File: src/rtl/vcfg_pkg.sv
package vcfg_pkg;

    localparam int PAIRS  = 3;
    localparam int TYPE_W = 5;
    localparam int CNT_W  = 5;
    localparam int PAIR_W = TYPE_W + CNT_W;

    typedef enum logic [2:0] {
        S_IDLE,
        S_CHECK,
        S_WRITE,
        S_WAIT,
        S_DONE,
        S_FAULT
    } vcfg_state_e;

    // count in the upper bits, type in the lower bits of each group
    typedef struct packed {
        logic [CNT_W-1:0]  cnt;
        logic [TYPE_W-1:0] kind;
    } vpair_t;

    function automatic logic [4:0] width_bytes(input logic [2:0] code);
        logic [4:0] b;
        case (code)
            3'b100:  b = 5'd1;
            3'b101:  b = 5'd2;
            3'b110:  b = 5'd4;
            3'b111:  b = 5'd8;
            3'b011:  b = 5'd16;
            default: b = 5'd0;
        endcase
        return b;
    endfunction

    function automatic logic [2:0] width_rank(input logic [2:0] code);
        logic [2:0] r;
        case (code)
            3'b100:  r = 3'd1;
            3'b101:  r = 3'd2;
            3'b110:  r = 3'd3;
            3'b111:  r = 3'd4;
            3'b011:  r = 3'd5;
            default: r = 3'd0;
        endcase
        return r;
    endfunction

    function automatic logic type_legal(input logic [TYPE_W-1:0] t, input int elen_bytes);
        logic [4:0] b;
        logic [1:0] cls;
        b   = width_bytes(t[2:0]);
        cls = t[4:3];
        return (cls != 2'b00) && (b != 5'd0) && (int'(b) <= elen_bytes)
               && !((cls == 2'b01) && (b == 5'd1));
    endfunction

endpackage

File: src/rtl/vcfg_decode.sv
module vcfg_decode
    import vcfg_pkg::*;
#(
    parameter int XLEN       = 64,
    parameter int NREG       = 32,
    parameter int ELEN_BYTES = 8,
    parameter int END_W      = 7,
    parameter int ROW_W      = 10
) (
    input  logic [XLEN-1:0]                   op,
    output logic                              legal,
    output logic [PAIRS-1:0][END_W-1:0]       ends,
    output logic [PAIRS-1:0][TYPE_W-1:0]      kinds,
    output logic [ROW_W-1:0]                  row
);
    localparam int USED_W = PAIRS * PAIR_W;
    localparam int SUM_W  = $clog2(PAIRS * NREG * 16 + 1);

    logic             act     [PAIRS];
    logic             tok     [PAIRS];
    logic [2:0]       rank    [PAIRS];
    logic [END_W-1:0] cnt_eff [PAIRS];
    logic [SUM_W-1:0] prod    [PAIRS];
    logic             hi_set;

    assign hi_set = |op[XLEN-1:USED_W];

    for (genvar g = 0; g < PAIRS; g++) begin : g_pair
        vpair_t pr;
        assign pr         = op[g*PAIR_W +: PAIR_W];
        assign act[g]     = (pr.kind != '0);
        assign tok[g]     = type_legal(pr.kind, ELEN_BYTES);
        assign rank[g]    = width_rank(pr.kind[2:0]);
        assign cnt_eff[g] = (pr.cnt == '0) ? END_W'(NREG) : END_W'(pr.cnt);
        assign prod[g]    = SUM_W'(cnt_eff[g]) * SUM_W'(width_bytes(pr.kind[2:0]));
        assign kinds[g]   = pr.kind;
    end

    always_comb begin
        logic             bad;
        logic [2:0]       last;
        logic [END_W-1:0] tot;
        logic [SUM_W-1:0] sum;
        bad  = hi_set;
        last = '0;
        tot  = '0;
        sum  = '0;
        for (int i = 0; i < PAIRS; i++) begin
            if (act[i]) begin
                if (!tok[i])        bad = 1'b1;
                if (rank[i] < last) bad = 1'b1;
                last = rank[i];
                tot  = tot + cnt_eff[i];
                sum  = sum + prod[i];
            end
            ends[i] = tot;
        end
        if (tot > END_W'(NREG)) bad = 1'b1;
        legal = !bad;
        row   = sum[ROW_W-1:0];
    end

endmodule

File: src/rtl/vcfg_div.sv
module vcfg_div #(
    parameter int DIVIDEND = 2048,
    parameter int QW       = 12,
    parameter int DVW      = 10
) (
    input  logic           clk,
    input  logic           rst_n,
    input  logic           go,
    input  logic [DVW-1:0] divisor,
    output logic           ready,
    output logic [QW-1:0]  quot
);
    localparam int CW = $clog2(QW + 1);

    logic           run;
    logic [CW-1:0]  steps;
    logic [DVW-1:0] rem;
    logic [DVW-1:0] dvs;
    logic [DVW:0]   trial;
    logic [DVW:0]   diff;

    assign trial = {rem, quot[QW-1]};
    assign diff  = trial - {1'b0, dvs};
    assign ready = !run;

    always_ff @(posedge clk) begin
        if (!rst_n) begin
            run   <= 1'b0;
            steps <= '0;
            rem   <= '0;
            dvs   <= '0;
            quot  <= '0;
        end else if (go) begin
            rem   <= '0;
            dvs   <= divisor;
            steps <= CW'(QW);
            if (divisor == '0) begin
                run  <= 1'b0;
                quot <= '0;
            end else begin
                run  <= 1'b1;
                quot <= QW'(DIVIDEND);
            end
        end else if (run) begin
            if (trial >= {1'b0, dvs}) begin
                rem  <= diff[DVW-1:0];
                quot <= {quot[QW-2:0], 1'b1};
            end else begin
                rem  <= trial[DVW-1:0];
                quot <= {quot[QW-2:0], 1'b0};
            end
            steps <= steps - 1'b1;
            if (steps == CW'(1)) run <= 1'b0;
        end
    end

endmodule

File: src/rtl/vcfg_expand.sv
module vcfg_expand
    import vcfg_pkg::*;
#(
    parameter int XLEN          = 64,
    parameter int NREG          = 32,
    parameter int ELEN_BYTES    = 8,
    parameter int STORAGE_BYTES = 2048
) (
    input  logic                     clk,
    input  logic                     rst_n,
    input  logic                     start,
    input  logic [XLEN-1:0]          operand,
    output logic                     busy,
    output logic                     cfg_we,
    output logic [$clog2(NREG)-1:0]  cfg_idx,
    output logic [TYPE_W-1:0]        cfg_type,
    output logic [2:0]               cfg_width,
    output logic                     pred_clr,
    output logic                     vl_we,
    output logic [XLEN-1:0]          vl_val,
    output logic                     done,
    output logic                     illegal,
    output logic [XLEN-1:0]          result
);
    localparam int IDX_W = $clog2(NREG);
    localparam int END_W = $clog2(PAIRS * NREG + 1);
    localparam int ROW_W = $clog2(NREG * 16 + 1);
    localparam int QW    = $clog2(STORAGE_BYTES + 1);

    vcfg_state_e state, state_nx;

    logic [XLEN-1:0]                op_q;
    logic [IDX_W-1:0]               idx;
    logic                           dec_legal;
    logic [PAIRS-1:0][END_W-1:0]    dec_ends;
    logic [PAIRS-1:0][TYPE_W-1:0]   dec_kinds;
    logic [ROW_W-1:0]               dec_row;
    logic                           div_go;
    logic                           div_ready;
    logic [QW-1:0]                  div_q;
    logic [TYPE_W-1:0]              sel_type;
    logic                           last_idx;

    vcfg_decode #(
        .XLEN(XLEN), .NREG(NREG), .ELEN_BYTES(ELEN_BYTES),
        .END_W(END_W), .ROW_W(ROW_W)
    ) u_dec (
        .op    (op_q),
        .legal (dec_legal),
        .ends  (dec_ends),
        .kinds (dec_kinds),
        .row   (dec_row)
    );

    vcfg_div #(
        .DIVIDEND(STORAGE_BYTES), .QW(QW), .DVW(ROW_W)
    ) u_div (
        .clk     (clk),
        .rst_n   (rst_n),
        .go      (div_go),
        .divisor (dec_row),
        .ready   (div_ready),
        .quot    (div_q)
    );

    assign div_go   = (state == S_CHECK) && dec_legal;
    assign last_idx = (idx == IDX_W'(NREG - 1));

    // group that covers the current register; skipped groups have empty spans
    always_comb begin
        logic found;
        found    = 1'b0;
        sel_type = '0;
        for (int i = 0; i < PAIRS; i++) begin
            if (!found && (END_W'(idx) < dec_ends[i])) begin
                sel_type = dec_kinds[i];
                found    = 1'b1;
            end
        end
    end

    always_comb begin
        state_nx = state;
        unique case (state)
            S_IDLE:  if (start) state_nx = S_CHECK;
            S_CHECK: state_nx = dec_legal ? S_WRITE : S_FAULT;
            S_WRITE: if (last_idx) state_nx = S_WAIT;
            S_WAIT:  if (div_ready) state_nx = S_DONE;
            S_DONE:  state_nx = S_IDLE;
            S_FAULT: state_nx = S_IDLE;
            default: state_nx = S_IDLE;
        endcase
    end

    always_ff @(posedge clk) begin
        if (!rst_n) state <= S_IDLE;
        else        state <= state_nx;
    end

    always_ff @(posedge clk) begin
        if (!rst_n) begin
            op_q <= '0;
            idx  <= '0;
        end else begin
            if (state == S_IDLE && start) op_q <= operand;
            if (state == S_CHECK)         idx  <= '0;
            else if (state == S_WRITE)    idx  <= idx + 1'b1;
        end
    end

    always_comb begin
        cfg_we    = 1'b0;
        cfg_type  = '0;
        cfg_width = '0;
        pred_clr  = 1'b0;
        vl_we     = 1'b0;
        vl_val    = '0;
        done      = 1'b0;
        illegal   = 1'b0;
        result    = '0;
        unique case (state)
            S_WRITE: begin
                cfg_we    = 1'b1;
                cfg_type  = sel_type;
                cfg_width = sel_type[2:0];
            end
            S_DONE: begin
                done     = 1'b1;
                vl_we    = 1'b1;
                pred_clr = 1'b1;
                vl_val   = XLEN'(div_q);
                result   = XLEN'(div_q);
            end
            S_FAULT: begin
                done    = 1'b1;
                illegal = 1'b1;
            end
            default: ;
        endcase
    end

    assign busy    = (state != S_IDLE);
    assign cfg_idx = idx;

endmodule

File: config.mk
export PLATFORM = sky130hd
export DESIGN_NAME = vcfg_expand
export DESIGN_NICKNAME = d
export VERILOG_FILES = /design/src/rtl/vcfg_pkg.sv /design/src/rtl/vcfg_decode.sv /design/src/rtl/vcfg_div.sv /design/src/rtl/vcfg_expand.sv
export SDC_FILE = /design/constraint.sdc
export NUM_CORES = 1
export LEC_CHECK = 0
export ABC_AREA = 1
export ABC_CLOCK_PERIOD_IN_PS = 7900
export CAP_MARGIN = 5
export CORE_ASPECT_RATIO = 0.5
export CORE_MARGIN = 2
export CORE_UTILIZATION = 48
export CTS_BUF_LIST = sky130_fd_sc_hd__clkbuf_16
export DETAILED_ROUTE_END_ITERATION = 7
export GPL_TIMING_DRIVEN = 1
export MAX_ROUTING_LAYER = met4
export PLACE_DENSITY_LB_ADDON = 0.25
export SYNTH_ARGS = -nofsm -noshare
export SYNTH_HDL_FRONTEND = slang
export SYNTH_SLANG_ARGS = --single-unit
File: constraint.sdc
create_clock -name clk -period 7.9 [get_ports clk]
set_input_delay 1.58 -clock clk [delete_from_list [all_inputs] [get_ports clk]]
set_output_delay 1.58 -clock clk [all_outputs]
set_load 0.05 [all_outputs]
==> metrics.md, run 1 <==
| Metric | Value |
|---|---|
| Outcome | finished, violations left |
| Failing checks | setup timing |
| Die ar. | 23200 um^2 |
| Layout Cells excl Fill | 2033 |
| Crit path kind | reg2reg |
| Fillers | 2005 |
| Die width | 213 um |
| #FFs+latches synth | 109 |
| Max clock buf depth | 2 |
| CTS tree | done |
| YS warnings | 0 |
| Period utilisation layout | 104% |
| Top Usage Layer GRT | met2 |
| All-Layer GR Usage | 25.3% |
| First-pass GRT wire length | 44800 um |
| Vias in the first global route | 9245 |
| Final setup violation count | 6 |
| Comb power frac | 46.6% |
| 1st-pass router iterations | 5 |
| Gr ovfl total | 0 |
| Leakage | 6.24 nW |
| Count leader, synth | nand2_1 |
| DP HPWL | 21100 um |
| Slowest stage delay, CP | 560 ps |
| CP required | 8170 ps |
| Crit. End Element | flop |
| Pin count of the biggest net entering global routing | 91 |
| Worst-path fanout max | 4 |
| GRT met2 Usage | 40.9% |
| Seq pwr share | 31.2% |
| # rows | 38 |
| Drt first-iter violations | 707 |
| Leading area contributor after synthesis | dfxtp_1 |
| Clock network power share | 22.1% |
| Antenna violations before repair | 0 |
| Synth unique cells | 45 |
| Reg2reg path depth | 60 |
| Met1 Usage GRT | 32.5% |
| CTS hold repair buffers | 0 |
| Slowest CP cell | fa_1 |
| Clock Sinks | 109 |
| DP Area | 11900 um^2 |
| Starting Density | 48.7% |
| CTS Buf Count | 9 |
| Met3 GRT Util | 4.67% |
| Mapped Cells | 1528 |
| Final hold violation count | 0 |
| Clock transition at path regs | 70 ps |
| Largest cells by area after synthesis | dfxtp_1, ha_1, nand2_1 |
| Async set-reset flop share out of synthesis | 0% |
| Post-Syn Area per Cell | 6.88 um^2 |
| Worst slew margin | 47.7% |
| Post-synthesis sequential area ratio | 20.7% |
| Clock Skew | 9.68 ps |
| Worst setup SP type | flop |
| Vias per inst | 4.90 |
| DRT antenna net count | 0 |
| Area growth syn-to-layout | 23.4% |
| I/O pins | 214 |
| Die height | 109 um |
| Vias | 9960 |
| Leading register cell type out of synthesis | dfxtp_1 |
| Switching share of power | 42.7% |
| Post-synth EDFFs | 0 |
| Maximum vdd drop | 0.113 mV |
| Max-Cap Viols | 0 |
| Cell mode on critical path | buf_4 |
| Cell Int Power | 1.15 mW |
| Net Switching | 0.853 mW |
| Layout cell share with drive strength beyond 1 | 15.9% |
| Top-area cell type share of the netlist area | 20.7% |
| RePlAce Congestion | 0.918 |
| Antenna cell count | 0 |
| Final worst path period need | 8230 ps |
| Placed cell count | 1936 |
| Synthesized area | 10500 um^2 |
| Final wirelength | 28100 um |
| Worst Hold Class | reg2reg |
| Final #Nets | 1941 |
| Design Area, Final | 13000 um^2 |
| Flip-flop and latch area | 2190 um^2 |
| DRC viols | 0 |
| Worst Path Arrival | 8500 ps |
| Hold depth | 2 |
| Clock Latency Late Sink | 380 ps |
| Area of the multi-input gates | 6970 um^2 |
| Tightest Pin Transition | 781 ps |
| Slack of the critical path | -333 ps |
| CTS root buf | clkbuf_16 |
| Power Dens Cells | 154 nW/um^2 |
| PortBufs | 109 |
| Fmax achieved | 0.121 GHz |
| H-tree depth | 3 |
| RSZ-0062 raised after global routing | yes |
| Max-slew violations | 0 |
| WL/cell | 13.8 um |
| Post-synth top cells | nand2_1, inv_1, a21oi_1, buf_4, nor2_1 |
| Core box area | 21600 um^2 |
-- kinds of logic (layout without fill, tap and decap cells) --
family	Yosys count	in the layout	share of synthesized area, %
XOR/XNOR	25	25	2.08
AO/OA/AOI/OAI	270	270	13.5
other	1	104	0.0357
multiplexers	2	2	0.190
AND/OR/NAND/NOR	546	546	22.3
adder cells (fa/ha/maj)	146	146	21.2
buffers and inverters	429	531	19.9
flip-flops	109	109	20.7
-- critical path: cells and delay by family, from the launching register on --
kind	cells	cell delay, ps
AOI/OAI and AO/OA	1	160
DFF	1	370
adders and majority gates	4	1790
buffers and inverters	39	4550
and+or+nand+nor	16	1270
-- sequential cells by signal (all words and copies together), names as in the netlist --
signal       cells
u_div.dvs       10
u_div.quot      12
op_q            64
u_div.run        1
u_div.rem       10
u_div.steps      4
cfg_idx          5
state            3
-- timing repair --
| action | in CTS | in global routing |
|---|---|---|
| setup endpoints to repair | 8 | 8 |
| gates cloned | 0 | 0 |
| pin swaps | 43 | 53 |
| resized for setup | 35 | 29 |
| buffers inserted | 68 | 13 |
-- stage by stage --
stage          hold slack (ps)  TNS [ps]  util (%)  power (mW)  worst slack [ps]
2_1_floorplan              423         0         -        1.27              3.28
3_3_place_gp               433     -1020      55.0        1.43              -249
3_5_place_dp               437     -1640      55.0        1.45              -378
4_1_cts                    449     -3.74      59.2        1.96             -3.74
5_1_grt                    469     -3490      60.1        2.13              -578
6_report                   447     -1520      60.1        2.00              -333
-- per-layer routing --
metal | share of wire, % | wire (um) | vias to the layer above
li1 | - | - | 5009
met1 | 46 | 13000 | 4636
met2 | 47 | 13100 | 267
met3 | 5.4 | 1510 | 48
met4 | 1.8 | 520 | 0
met5 | 0 | 0 | -
-- layout make-up --
type | instances | area share, %
timing repair buffer | 254 | 16.8
sequential | 109 | 16.9
multi-input combinational | 1093 | 53.7
inverter | 261 | 7.61
clock inverter | 7 | 0.357
clock buffer | 9 | 1.74
tap | 300 | 2.89
-- cell usage in the layout (no fill, tap or decap), drive strengths merged --
cell	n
nor3	17
nor4	4
or2	5
o21bai	1
and2	1
nor2	132
mux2i	2
o21ai	124
a32oi	1
nand3	67
o211ai	4
xor2	20
a21oi	130
nor3b	1
nand4	22
a21boi	2
ha	92
buf	146
nand3b	1
dfxtp	109
clkinv	4
clkbuf	9
clkdlybuf4s50	108
clkinvlp	1
conb	104
o22ai	1
xnor2	5
a31o	1
a21o	2
fa	54
a31oi	4
inv	263
nand2	296
-- power groups by stage --
stage	clock [mW]	sequential (mW)	combinational (mW)
6_report	0.442	0.625	0.932
4_1_cts	0.455	0.623	0.880
3_3_place_gp	0	0.635	0.798
2_1_floorplan	0	0.626	0.640
3_5_place_dp	0	0.636	0.815
5_1_grt	0.475	0.629	1.03
-- worst paths after layout --
check	startpoint	endpoint	slack, ps
setup / recovery	op_q[2]	u_div.run	-330
hold / removal	op_q[42]	op_q[42]	450
setup reg to reg	op_q[2]	u_div.run	-330
hold reg to reg	op_q[42]	op_q[42]	450
(Power assumes the default switching activity.)
==> run 2, diff against run 1 <==
==> constraint.sdc (replaced) <==
create_clock -name clk -period 7.9 [get_ports clk]
set_input_delay 1.58 -clock clk [delete_from_list [all_inputs] [get_ports clk]]
set_output_delay 1.58 -clock clk [all_outputs]
set_load 0.1 [all_outputs]
==> metrics.md, run 2 (synthesis gave the netlist of run 1 again) <==
| Metric | Value |
|---|---|
| Period utilisation layout | 103% (-1.1 points) |
| Drt first-iter violations | 563 (-20%) |
| Power Dens Cells | 165 nW/um^2 (+7.3%) |
| # rows | 38 (unchanged) |
| Failing checks | setup timing |
| Clock Latency Late Sink | 380 ps (about the same) |
| DRC viols | 0 (unchanged) |
| Pin count of the biggest net entering global routing | 91 (unchanged) |
| Worst-path fanout max | 5 (+1) |
| CTS root buf | clkbuf_16 |
| Worst slew margin | 34.1% (-14 points) |
| Clock transition at path regs | 70 ps (about the same) |
| Vias per inst | 4.87 (-0.54%) |
| Crit path kind | reg2reg |
| Largest regs | op_q x64, u_div.quot x12 |
| Max clock buf depth | 2 (unchanged) |
| Clock Skew | 10.1 ps (+0.394 ps) |
| RePlAce Congestion | 0.920 (+0.28%) |
| Tightest Pin Transition | 985 ps (+204 ps) |
| Final setup violation count | 5 (-1) |
| Crit. End Element | flop |
| Clock Sinks | 109 (unchanged) |
| Gr ovfl total | 0 (unchanged) |
| Max-slew violations | 0 (unchanged) |
| WL/cell | 13.8 um (-0.47%) |
| Total power | 2.15 mW (+7.8%) |
| Final worst path period need | 8150 ps (-85.3 ps) |
| CTS hold repair buffers | 0 (unchanged) |
| Worst setup SP type | flop |
| Maximum vdd drop | 0.129 mV (+15%) |
| Slowest CP cell | fa_1 |
| Max-Cap Viols | 0 (unchanged) |
| Die width | 213 um (unchanged) |
| Layout cell share with drive strength beyond 1 | 17.5% (+1.6 points) |
| Antenna violations before repair | 0 (unchanged) |
| Outcome | finished, violations left |
| Die height | 109 um (unchanged) |
| Dpl ws | -435 ps (-56.4 ps) |
| Vias | 9857 (-1.0%) |
| Most common cell after layout, fill and taps aside | nand2_1 |
| Cell mode on critical path | buf_4 |
| Placed cell count | 1935 (-0.052%) |
| Slack of the critical path | -247 ps (+85.3 ps) |
| Worst Path Arrival | 8420 ps (-80 ps) |
| Layout Cells excl Fill | 2023 (-0.49%) |
| CTS tree | done |
| DP HPWL | 20900 um (-0.82%) |
| Top reg by flops | op_q |
| PortBufs | 109 (unchanged) |
| Vias in the first global route | 9172 (-0.79%) |
| Slowest stage delay, CP | 550 ps (about the same) |
| H-tree depth | 3 (unchanged) |
| CP required | 8180 ps (about the same) |
| Final wirelength | 27900 um (-0.96%) |
| Most frequent cells in the layout | nand2_1, inv_1, buf_4, a21oi_1, nor2_1 |
| Area growth syn-to-layout | 23.9% |
| I/O pins | 214 (unchanged) |
| Starting Density | 48.7% (unchanged) |
| Antenna cell count | 0 (unchanged) |
| Leakage | 6.24 nW (about the same) |
| Core box area | 21600 um^2 (unchanged) |
| Die ar. | 23200 um^2 (unchanged) |
| All-Layer GR Usage | 24.9% (-0.39 points) |
| Final #Nets | 1932 (-0.46%) |
| Fmax achieved | 0.123 GHz (+1.0%) |
| Worst Hold Class | reg2reg |
| 1st-pass router iterations | 6 (+1) |
| DRT antenna net count | 0 (unchanged) |
| Fin util | 60.4% (+0.28 points) |
| First-pass GRT wire length | 44100 um (-1.5%) |
| Max reg flops | 64 (unchanged) |
| CTS Buf Count | 9 (unchanged) |
| RSZ-0062 raised after global routing | yes |
| Final hold violation count | 0 (unchanged) |
-- run 2: cell type report --
cell class	count	area (um^2)
multi-input cells	1093	7080
repair buffers	245	2090
fillers	1958	8550
clock buffers	10	250
flip-flops and latches	109	2190
clock inverters	5	56.3
well taps	300	375
inverters	261	987
-- run 2: metrics by stage --
step | area [um^2] | hold WS, ps | setup TNS, ps
after global placement | 11900 | 433 | -1130
final | 13000 | 449 | -878
after floorplan | 11000 | 423 | 0
after global routing | 13000 | 477 | -2530
after detailed placement | 11900 | 438 | -1880
after CTS | 12800 | 453 | -52.2
-- run 2: final timing paths --
| kind | from | to | slack, ps | cells past startpoint |
|---|---|---|---|---|
| min reg2reg | op_q[38] | op_q[38] | 450 | 2 |
| max reg2reg | op_q[0] | u_div.quot[11] | -250 | 58 |
| min | op_q[38] | op_q[38] | 450 | 2 |
| max | op_q[0] | u_div.quot[11] | -250 | 58 |
-- run 2: metal layers --
layer / routed length [um] / track usage (%)
met1: 13000 / 31.9
met2: 12800 / 40.2
met3: 1420 / 3.86
met5: 0 / -
met4: 690 / 8.93
-- run 2: report_power, final --
part           total [mW]  switching, mW  internal, mW
sequential          0.624         0.0349         0.590
clock               0.490          0.225         0.264
combinational        1.04          0.702         0.338
-- run 2: timing repair --
action | in CTS | in global routing
setup buffers | 68 | 7
endpoints found under the setup margin | 6 | 8
gates resized for setup | 31 | 64
pin swaps | 37 | 47
-- run 2: critical path, delay by kind of cell (launching register included) --
| family | cells | cell delay [ps] |
|---|---|---|
| adders and majority gates | 4 | 1720 |
| and+or+nand+nor | 16 | 1330 |
| AOI/OAI and AO/OA | 1 | 170 |
| DFF | 1 | 390 |
| buffers and inverters | 37 | 4450 |
